==> config.mk <==
export PLATFORM = sky130hd
export DESIGN_NAME = psum_tile
export DESIGN_NICKNAME = d
export VERILOG_FILES = /design/src/rtl/tile_pkg.sv /design/src/rtl/tile_ctrl.sv /design/src/rtl/tile_dp.sv /design/src/rtl/psum_tile.sv
export SDC_FILE = /design/constraint.sdc
export NUM_CORES = 1
export LEC_CHECK = 0
export CAP_MARGIN = 10
export CORE_ASPECT_RATIO = 2
export CORE_UTILIZATION = 44
export CTS_CLUSTER_SIZE = 20
export DETAILED_ROUTE_END_ITERATION = 10
export SLEW_MARGIN = 25
export SYNTH_ARGS = -nofsm -noshare
export SYNTH_HDL_FRONTEND = slang
export SYNTH_SLANG_ARGS = --single-unit
==> constraint.sdc <==
create_clock -name clk -period 8.9 [get_ports clk]
set_input_delay 1.78 -clock clk [delete_from_list [all_inputs] [get_ports clk]]
set_output_delay 1.78 -clock clk [all_outputs]
set_load 0.1 [all_outputs]
==> src/rtl/tile_pkg.sv <==
package tile_pkg;

  typedef enum logic [1:0] {
    ST_IDLE = 2'd0,
    ST_MAC  = 2'd1,
    ST_OUT  = 2'd2
  } tileState_e;

  typedef struct packed {
    logic capture;
    logic macEn;
  } tileStrobe_t;

endpackage

==> src/rtl/tile_ctrl.sv <==
module tile_ctrl
  import tile_pkg::*;
#(
  parameter int SLICE     = 4,
  parameter bit FIRST_COL = 1'b0,
  localparam int IW       = (SLICE > 1) ? $clog2(SLICE) : 1
) (
  input  logic          clk,
  input  logic          rstN,
  input  logic          northValid,
  output logic          northReady,
  input  logic          westValid,
  output logic          westReady,
  output logic          southValid,
  input  logic          southReady,
  output logic          eastValid,
  input  logic          eastReady,
  output tileStrobe_t   strobe,
  output logic [IW-1:0] macIdx
);

  tileState_e state;
  logic [IW-1:0] idx;
  logic southFree;
  logic idle;
  logic capture;

  always_comb begin
    southFree  = !southValid || southReady;
    idle       = (state == ST_IDLE);
    northReady = idle && southFree && (FIRST_COL || westValid);
    westReady  = FIRST_COL ? 1'b0 : (idle && southFree && northValid);
    capture    = northValid && northReady;
    strobe.capture = capture;
    strobe.macEn   = (state == ST_MAC);
    eastValid  = (state == ST_OUT);
    macIdx     = idx;
  end

  always_ff @(posedge clk or negedge rstN) begin
    if (!rstN) begin
      state       <= ST_IDLE;
      idx         <= '0;
      southValid  <= 1'b0;
    end else begin
      if (capture) begin
        southValid <= 1'b1;
      end else if (southReady) begin
        southValid <= 1'b0;
      end
      case (state)
        ST_IDLE: begin
          if (capture) begin
            state <= ST_MAC;
            idx   <= '0;
          end
        end
        ST_MAC: begin
          if (idx == IW'(SLICE - 1)) begin
            state <= ST_OUT;
            idx   <= '0;
          end else begin
            idx <= idx + 1'b1;
          end
        end
        ST_OUT: begin
          if (eastReady) state <= ST_IDLE;
        end
        default: state <= ST_IDLE;
      endcase
    end
  end

  // a middle or last column consumes north only together with west
  assert_join_R3: assert property (@(posedge clk) disable iff (!rstN)
    (northValid && northReady && !FIRST_COL) |-> (westValid && westReady))
    else $error("north accepted without west");

  // accepted slice is presented south on the next cycle
  assert_south_next_R4: assert property (@(posedge clk) disable iff (!rstN)
    (northValid && northReady) |=> southValid)
    else $error("south not valid after accept");

  // result is never presented in the cycle right after acceptance
  assert_east_latency_R5: assert property (@(posedge clk) disable iff (!rstN)
    (northValid && northReady) |=> !eastValid)
    else $error("east valid too early");

  // a stalled result stays valid
  assert_east_hold_R9: assert property (@(posedge clk) disable iff (!rstN)
    (eastValid && !eastReady) |=> eastValid)
    else $error("east valid dropped under stall");

  // no new slice while a result waits
  assert_busy_R9: assert property (@(posedge clk) disable iff (!rstN)
    eastValid |-> !northReady)
    else $error("north ready while east pending");

endmodule

==> src/rtl/tile_dp.sv <==
module tile_dp
  import tile_pkg::*;
#(
  parameter int ROWS      = 4,
  parameter int SLICE     = 4,
  parameter int DATA_W    = 8,
  parameter int PSUM_W    = 16,
  parameter int ACT_SHIFT = 7,
  parameter bit FIRST_COL = 1'b0,
  parameter bit LAST_COL  = 1'b0,
  localparam int IW       = (SLICE > 1) ? $clog2(SLICE) : 1,
  localparam int ADDR_W   = $clog2(ROWS * SLICE + ROWS)
) (
  input  logic                     clk,
  input  logic                     rstN,
  input  logic                     wrEn,
  input  logic [ADDR_W-1:0]        wrAddr,
  input  logic [DATA_W-1:0]        wrData,
  input  logic [SLICE*DATA_W-1:0]  northData,
  input  logic [ROWS*PSUM_W-1:0]   westData,
  input  tileStrobe_t              strobe,
  input  logic [IW-1:0]            macIdx,
  output logic [SLICE*DATA_W-1:0]  southData,
  output logic [ROWS*PSUM_W-1:0]   eastData,
  output logic [ROWS*DATA_W-1:0]   hiddenData
);

  localparam int PROD_W = 2 * DATA_W;
  localparam int WIDE_W = (PSUM_W > PROD_W) ? PSUM_W : PROD_W;
  localparam int ACC_W  = WIDE_W + $clog2(SLICE + 1) + 2;

  logic signed [DATA_W-1:0] weightMem [ROWS][SLICE];
  logic signed [DATA_W-1:0] biasMem   [ROWS];
  logic signed [DATA_W-1:0] sliceReg  [SLICE];
  logic signed [ACC_W-1:0]  acc       [ROWS];
  logic signed [PROD_W-1:0] prod      [ROWS];
  logic [SLICE*DATA_W-1:0]  southReg;

  // weight and bias storage
  always_ff @(posedge clk or negedge rstN) begin
    if (!rstN) begin
      for (int r = 0; r < ROWS; r++) begin
        biasMem[r] <= '0;
        for (int k = 0; k < SLICE; k++) weightMem[r][k] <= '0;
      end
    end else if (wrEn) begin
      for (int r = 0; r < ROWS; r++) begin
        if (wrAddr == ADDR_W'(ROWS * SLICE + r)) biasMem[r] <= wrData;
        for (int k = 0; k < SLICE; k++) begin
          if (wrAddr == ADDR_W'(r * SLICE + k)) weightMem[r][k] <= wrData;
        end
      end
    end
  end

  always_comb begin
    for (int r = 0; r < ROWS; r++) begin
      prod[r] = weightMem[r][macIdx] * sliceReg[macIdx];
    end
  end

  // slice capture, south copy and per-row accumulation
  always_ff @(posedge clk or negedge rstN) begin
    if (!rstN) begin
      southReg <= '0;
      for (int k = 0; k < SLICE; k++) sliceReg[k] <= '0;
      for (int r = 0; r < ROWS; r++) acc[r] <= '0;
    end else if (strobe.capture) begin
      southReg <= northData;
      for (int k = 0; k < SLICE; k++) sliceReg[k] <= northData[k*DATA_W +: DATA_W];
      for (int r = 0; r < ROWS; r++) begin
        if (FIRST_COL) begin
          acc[r] <= {{(ACC_W-DATA_W){biasMem[r][DATA_W-1]}}, biasMem[r]};
        end else begin
          acc[r] <= {{(ACC_W-PSUM_W){westData[r*PSUM_W+PSUM_W-1]}},
                     westData[r*PSUM_W +: PSUM_W]};
        end
      end
    end else if (strobe.macEn) begin
      for (int r = 0; r < ROWS; r++) begin
        acc[r] <= acc[r] + {{(ACC_W-PROD_W){prod[r][PROD_W-1]}}, prod[r]};
      end
    end
  end

  assign southData = southReg;

  localparam logic signed [ACC_W-1:0] PMAX = {{(ACC_W-PSUM_W+1){1'b0}}, {(PSUM_W-1){1'b1}}};
  localparam logic signed [ACC_W-1:0] PMIN = {{(ACC_W-PSUM_W+1){1'b1}}, {(PSUM_W-1){1'b0}}};
  localparam logic signed [PSUM_W-1:0] HMAX = {{(PSUM_W-DATA_W+1){1'b0}}, {(DATA_W-1){1'b1}}};
  localparam logic signed [PSUM_W-1:0] HMIN = {{(PSUM_W-DATA_W+1){1'b1}}, {(DATA_W-1){1'b0}}};

  for (genvar r = 0; r < ROWS; r++) begin : gRow
    logic signed [PSUM_W-1:0] satRow;
    always_comb begin
      if (acc[r] > PMAX)      satRow = PMAX[PSUM_W-1:0];
      else if (acc[r] < PMIN) satRow = PMIN[PSUM_W-1:0];
      else                    satRow = acc[r][PSUM_W-1:0];
    end
    assign eastData[r*PSUM_W +: PSUM_W] = satRow;

    if (LAST_COL) begin : gAct
      logic signed [PSUM_W-1:0] shifted;
      logic signed [DATA_W-1:0] actRow;
      always_comb begin
        shifted = satRow >>> ACT_SHIFT;
        if (shifted > HMAX)      actRow = HMAX[DATA_W-1:0];
        else if (shifted < HMIN) actRow = HMIN[DATA_W-1:0];
        else                     actRow = shifted[DATA_W-1:0];
      end
      assign hiddenData[r*DATA_W +: DATA_W] = actRow;
    end else begin : gNoAct
      assign hiddenData[r*DATA_W +: DATA_W] = '0;
    end
  end

  // south carries exactly the slice that was captured
  assert_south_copy_R4: assert property (@(posedge clk) disable iff (!rstN)
    strobe.capture |=> (southData == $past(northData)))
    else $error("south data differs from captured slice");

  // sums do not move unless captured or accumulated
  assert_sum_stable_R9: assert property (@(posedge clk) disable iff (!rstN)
    (!strobe.capture && !strobe.macEn) |=> $stable(eastData))
    else $error("east data moved without strobe");

endmodule

==> src/rtl/psum_tile.sv <==
module psum_tile
  import tile_pkg::*;
#(
  parameter int ROWS      = 4,
  parameter int SLICE     = 4,
  parameter int DATA_W    = 8,
  parameter int PSUM_W    = 16,
  parameter int ACT_SHIFT = 7,
  parameter bit FIRST_COL = 1'b0,
  parameter bit LAST_COL  = 1'b0,
  localparam int ADDR_W   = $clog2(ROWS * SLICE + ROWS)
) (
  input  logic                     clk,
  input  logic                     rstN,
  input  logic                     wrEn,
  input  logic [ADDR_W-1:0]        wrAddr,
  input  logic [DATA_W-1:0]        wrData,
  input  logic                     northValid,
  output logic                     northReady,
  input  logic [SLICE*DATA_W-1:0]  northData,
  output logic                     southValid,
  input  logic                     southReady,
  output logic [SLICE*DATA_W-1:0]  southData,
  input  logic                     westValid,
  output logic                     westReady,
  input  logic [ROWS*PSUM_W-1:0]   westData,
  output logic                     eastValid,
  input  logic                     eastReady,
  output logic [ROWS*PSUM_W-1:0]   eastData,
  output logic [ROWS*DATA_W-1:0]   hiddenData
);

  localparam int IW = (SLICE > 1) ? $clog2(SLICE) : 1;

  tileStrobe_t strobe;
  logic [IW-1:0] macIdx;

  tile_ctrl #(
    .SLICE(SLICE), .FIRST_COL(FIRST_COL)
  ) u_ctrl (
    .clk(clk), .rstN(rstN),
    .northValid(northValid), .northReady(northReady),
    .westValid(westValid), .westReady(westReady),
    .southValid(southValid), .southReady(southReady),
    .eastValid(eastValid), .eastReady(eastReady),
    .strobe(strobe), .macIdx(macIdx)
  );

  tile_dp #(
    .ROWS(ROWS), .SLICE(SLICE), .DATA_W(DATA_W), .PSUM_W(PSUM_W),
    .ACT_SHIFT(ACT_SHIFT), .FIRST_COL(FIRST_COL), .LAST_COL(LAST_COL)
  ) u_dp (
    .clk(clk), .rstN(rstN),
    .wrEn(wrEn), .wrAddr(wrAddr), .wrData(wrData),
    .northData(northData), .westData(westData),
    .strobe(strobe), .macIdx(macIdx),
    .southData(southData), .eastData(eastData), .hiddenData(hiddenData)
  );

endmodule

# == Word-level counts from Yosys, hierarchy flattened ==
# Index checks and enable logic that the tools add are counted.
# W data, S select, Z words.
# op_classes
n_eq_ne,21
n_bitwise,1
muxes,34
order_cmp,9
mul,4
reduce_logical,29
add_sub_neg,5
# ops
cell,n
$mux W84,2
$mux W16,8
$add A21 B21 Y21,4
$gt A21 B16 Y1 const B,4
$lt A21 B16 Y1 const B,4
$bmux W8 S2,5
$mux W8,10
$mul A8 B8 Y16,4
$eq A5 B4 Y1 const B,8
$reduce_and A2 Y1,17
$eq A5 B3 Y1 const B,4
$eq A5 B2 Y1 const B,2
$mux W2,5
$pmux W2 S3,1
$reduce_bool A2 Y1,3
$eq A5 B1 Y1 const B,1
$logic_not A5 Y1,1
$eq A2 B2 Y1 const B,2
$logic_and A1 B1 Y1,4
$ne A2 B1 Y1 const B,2
$pmux W2 S2,1
$ge A3 B3 Y1 const B,1
$not A2 Y3,1
$reduce_and A3 Y1,1
other kinds (7),8
# word_totals
ff_bits,281
input_bits,116
out_inout_bits,132
elab_cells,131

# == Depth between registers and ports, before layout ==
# depth
ltp_word,8
mapped_depth,36
depth_no_buf,32

# == Hierarchy ==
# Synthesis repeated with hierarchy kept, for this count alone.
# hier_totals
hier_cells,2736
hier_area_um2,25647.1
# modules_own_cells
mod,instances,seq_area_each_um2,cells_per_inst,area_each_um2
tile_dp,1,6105.9,2711,25393.1
tile_ctrl,1,125.1,25,254.0

# == Least setup slack after synthesis ==
# Ideal clock, no wire load.
# synth_path
kind,register to register
startpoint,"register u_ctrl.idx[0], in the netlist u_ctrl.macIdx[0]"
endpoint,register u_dp.acc[83] (netlist bit)
stages_incl_launch_ff,33
synth_period_minus_slack_ns,7.345
setup_slack_ns,1.555
setup_ns,0.082
n_path_buf,4
required_ns,8.818
t_arrival_ns,7.263
path_cell_list,dfrtp_1 > buf_2 > buf_2 > buf_2 > mux2i_1 > nand2_1 > o21ai_1 > clkbuf_1 > nor2_1 > fa_1 > inv_1 > fa_1 > inv_1 > fa_1 > inv_1 > fa_1 > inv_1 > ha_1 > a21oi_1 > o21bai_1 > a21oi_1 > o21bai_1 > a21oi_1 > xnor2_1 > ha_1 > and3_1 > a221o_1 > o311ai_1 > a21oi_1 > a31oi_1 > xor2_1 > or3_1 > a31oi_1
# synth_via
elab_chain_cells,8
word_cells_on_any_way,11
classes_between,1 x add/sub; 1 x mul; 8 x mux; 1 x bitwise
# synth_lines
item,line_no,text
"start, declared",tile_ctrl.sv:23,logic [IW-1:0] idx;
"start signal, assigned",tile_ctrl.sv:63,idx <= idx + 1'b1;
$not A2 Y3 (implied by the code) *,tile_dp.sv:58,prod[r] = weightMem[r][macIdx] * sliceReg[macIdx];
$bmux W8 S2,tile_dp.sv:58,
$mux W8 (implied by the code) (2 in series),tile_dp.sv:58,
$mul A8 B8 Y16 *,tile_dp.sv:58,
$add A21 B21 Y21 *,tile_dp.sv:81,"acc[r] <= acc[r] + {{(ACC_W-PROD_W){prod[r][PROD_W-1]}}, prod[r]};"
$mux W84 *,tile_dp.sv:79,end else if (strobe.macEn) begin
$mux W84 *,tile_dp.sv:68,end else if (strobe.capture) begin
"end signal, assigned by index",tile_dp.sv:73,"acc[r] <= {{(ACC_W-DATA_W){biasMem[r][DATA_W-1]}}, biasMem[r]};"
"end signal, assigned by index",tile_dp.sv:75,"acc[r] <= {{(ACC_W-PSUM_W){westData[r*PSUM_W+PSUM_W-1]}},"
"end signal, assigned by index",tile_dp.sv:81,
"end, declared",tile_dp.sv:35,logic signed [ACC_W-1:0] acc [ROWS];
# Mark *: on every way between the ends. The rest lies on a longest branch, timed or not. The select of a mux whose other input is x is not followed.
# A chain may end at the register's enable or synchronous reset.

# == Worst setup path after layout ==
# layout_path
startpoint,"register u_ctrl.idx[1], in the netlist u_ctrl.macIdx[1]"
endpoint,register u_dp.acc[83] (netlist bit)
# The elaborated chain is that of the path after synthesis.

==> impl_metrics.py <==
metrics = {
    "clocking": {
        "htree_levels": 1,
        "cts_buffers": 26,
        "clkTransAtPathRegs_ns": 0.07,
        "clock-root-buffer": "clkbuf_16",
        "clock_path_buffers": 3,
        "clk_latency_ns": 0.60,
        "cts_setup_buffers": 0,
        "cts_tree": "built",
        "clock_sinks": 249,
        "cts_resized": 0,
        "holdBufCountCts": 0,
    },
    "timing": {
        "slew_headroom_pct": 28.0,
        "period_share_pct": 88.1,
        "slew_viol_final": 0,
        "fin_setup_tns_ns": 0,
        "grt_setup_unrepaired": "false",
        "finalSetupViolCount": 0,
        "finalHoldViolCount": 0,
        "finalCriticalPeriod_ns": 7.84,
        "skew_ns": 0.0341,
        "tightest_slew_ns": 1.08,
        "max_freq_ghz": 0.128,
    },
    "placed_design": {
        "hpwl_um": 53700,
        "dp_cells": 3676,
        "io_buffer_count": 215,
        "place_congestion": 0.893,
    },
    "logic_synthesis": {
        "synth_top_area_share_pct": 24.6,
        "synth_flop_cell": "dfrtp_1",
        "synth-edff-count": 0,
        "ys_warn_count": 0,
        "syn_inst": 2775,
        "ys_seq_elements": 249,
        "syn_area_mm2": 0.0254,
        "synth_top_area_cell": "dfrtp_1",
        "ys_seq_area_share_pct": 24.6,
        "yosys-top-cells-area": "dfrtp_1 25%, fa_1 18%, ha_1 10%",
        "synthArstFlopShare_pct": 100,
        "synth.distinct_cells": 69,
        "avgSynthCellArea_um2": 9.14,
    },
    "setup_path": {
        "crit_arrival_ns": 8.33,
        "path_max_fanout": 45,
        "cp-startpoint": "u_ctrl.macIdx[1]",
        "crit_type": "register to register",
        "endpoint_kind": "register",
        "critPathLaunchType": "register",
        "reg2reg_from": "u_ctrl.macIdx[1]",
        "worstPathRequired_ns": 9.39,
    },
    "layout": {
        "final_cell_mix": "386 x inv_1, 287 x nand2_1, 258 x nor2_1",
        "diodes": 0,
        "stdcell_count": 3721,
        "syn_to_final_growth_pct": 15.1,
        "multi_input_area_mm2": 0.0173,
        "seqCellArea_mm2": 0.00624,
        "nNetsFinal": 3496,
        "layout-drive-gt1-share_pct": 10.1,
        "final_common_cell": "inv_1",
        "fill_cells": 5422,
    },
    "hold_path": {
        "min_path_type": "register to register",
        "min_from": "u_dp.weightMem[79]",
    },
    "floorplan": {
        "die_area_mm2": 0.0587,
        "die_h_um": 342,
        "core_area_mm2": 0.0571,
        "ios": 248,
        "die_w_um": 172,
        "rows": 124,
        "start_util_pct": 44.4,
    },
    "route": {
        "vias": 19700,
        "dr.pass1.iters": 5,
        "drc": 0,
        "post_drt_wl_per_cell_um": 18.1,
        "drt_wl_total_um": 67300,
        "detail-route-antenna-nets": 0,
        "vias_per_cell": 5.29,
        "drt_first_iter_violations": 925,
    },
    "status": {
        "status": "completed",
    },
    "grt": {
        "grt_use_total_pct": 23.5,
        "grt_overflow": 0,
        "grt_pass1_wl_um": 108000,
        "antenna_found_initial": 0,
        "grt_start_max_net_pins": 154,
        "grt_pass1_vias": 20900,
    },
    "run": {
        "maxCapViolCount": 0,
    },
}
==> synthesized netlist by cell type (4+ instances only) <==
master,number
xor2_1,34
nand3_1,23
o21bai_1,27
o41ai_2,4
nor2_1,259
a221o_1,4
fa_1,224
nand2b_1,10
buf_2,8
ha_1,208
nor4_1,6
or2_2,10
o21a_1,33
a22oi_1,18
o21ai_1,28
buf_1,14
dfrtp_1,249
inv_1,386
xnor2_1,87
a31oi_1,24
buf_4,32
nand4_1,6
o22ai_1,12
mux2_2,160
o21ai_0,82
nand2_1,288
or3_1,12
and2_1,21
nor2b_1,20
and3_1,15
clkbuf_1,80
mux2i_1,35
a21o_1,94
a211oi_1,20
a21oi_1,142
mux4_2,9
nor3_1,32
==> final timing paths <==
check                                      to  slack, ns  depth (start not counted)
min in group asynchronous        u_dp.acc[79]       1.22                          1
setup / recovery                 u_dp.acc[83]       1.06                         26
hold reg to reg            u_dp.weightMem[79]       0.50                          1
max in group asynchronous    u_ctrl.macIdx[0]       6.29                          2
hold / removal             u_dp.weightMem[79]       0.50                          1
setup reg to reg                 u_dp.acc[83]       1.06                         26
==> flip-flops by register name (all words and copies together), names as in the netlist <==
register	count
u_ctrl.state	2
u_ctrl.macIdx	2
u_dp.southData	32
u_dp.acc	84
u_dp.weightMem	128
u_ctrl.southValid	1
==> critical path, cell delays in order, from the launching register on <==
cell	delay, ns
dfrtp_2	0.98
o21a_1	0.85
nand2_1	0.17
fa_1	0.42
inv_1	0.07
fa_1	0.41
inv_1	0.10
fa_1	0.41
fa_1	0.49
inv_1	0.04
ha_1	0.33
a21o_1	0.18
a21oi_1	0.23
o21bai_1	0.09
a21oi_1	0.23
o21bai_1	0.09
a21oi_1	0.21
xnor2_1	0.17
ha_1	0.31
and3_1	0.20
a221o_1	0.37
o311ai_1	0.38
a21oi_1	0.17
a31oi_1	0.22
xor2_1	0.09
or3_1	0.34
a31oi_1	0.16
==> stage by stage <==
stage	cell area [um^2]	utilization (%)	setup WS [ns]	hold slack [ns]
after floorplan	25500	-	1.55	0.474
after global placement	28300	49.6	1.25	0.482
after detailed placement	28300	49.6	1.11	0.488
after CTS	29200	51.1	1.05	0.503
after global routing	29200	51.1	0.481	0.523
final	29200	51.1	1.06	0.501
==> cell families (layout without fill, tap and decap cells) <==
family / Yosys count / in the layout / share of synthesized area [%]
and+or+nand+nor: 715 / 715 / 12.1
AOI/OAI and AO/OA: 531 / 531 / 13.6
buffers and inverters: 520 / 679 / 8.20
adders and majority gates: 432 / 432 / 27.9
DFF: 249 / 249 / 24.6
muxes: 204 / 204 / 9.28
xor gates and xnor gates: 123 / 123 / 4.30
other: 1 / 32 / 0.0148
==> per-layer routing <==
layer / wire [um] / up-vias / global-route usage, %
met5: 0 / - / 0
met2: 35200 / 443 / 43.6
met3: 2210 / 132 / 1.73
li1: - / 9428 / -
met1: 27000 / 9665 / 27.1
met4: 2950 / 0 / 10.3
==> cell type report <==
class                   instances  area share [%]
flip-flops and latches        249            21.4
clock buffers                  33            2.53
clock inverters                12           0.467
inverters                     386            4.96
repair buffers                248            8.32
multi-input cells            2037            59.1
well taps                     756            3.24
Power is left out: the tool's default activity adds up to more than one toggle a clock period on the data nets, which glitch-free logic cannot reach.
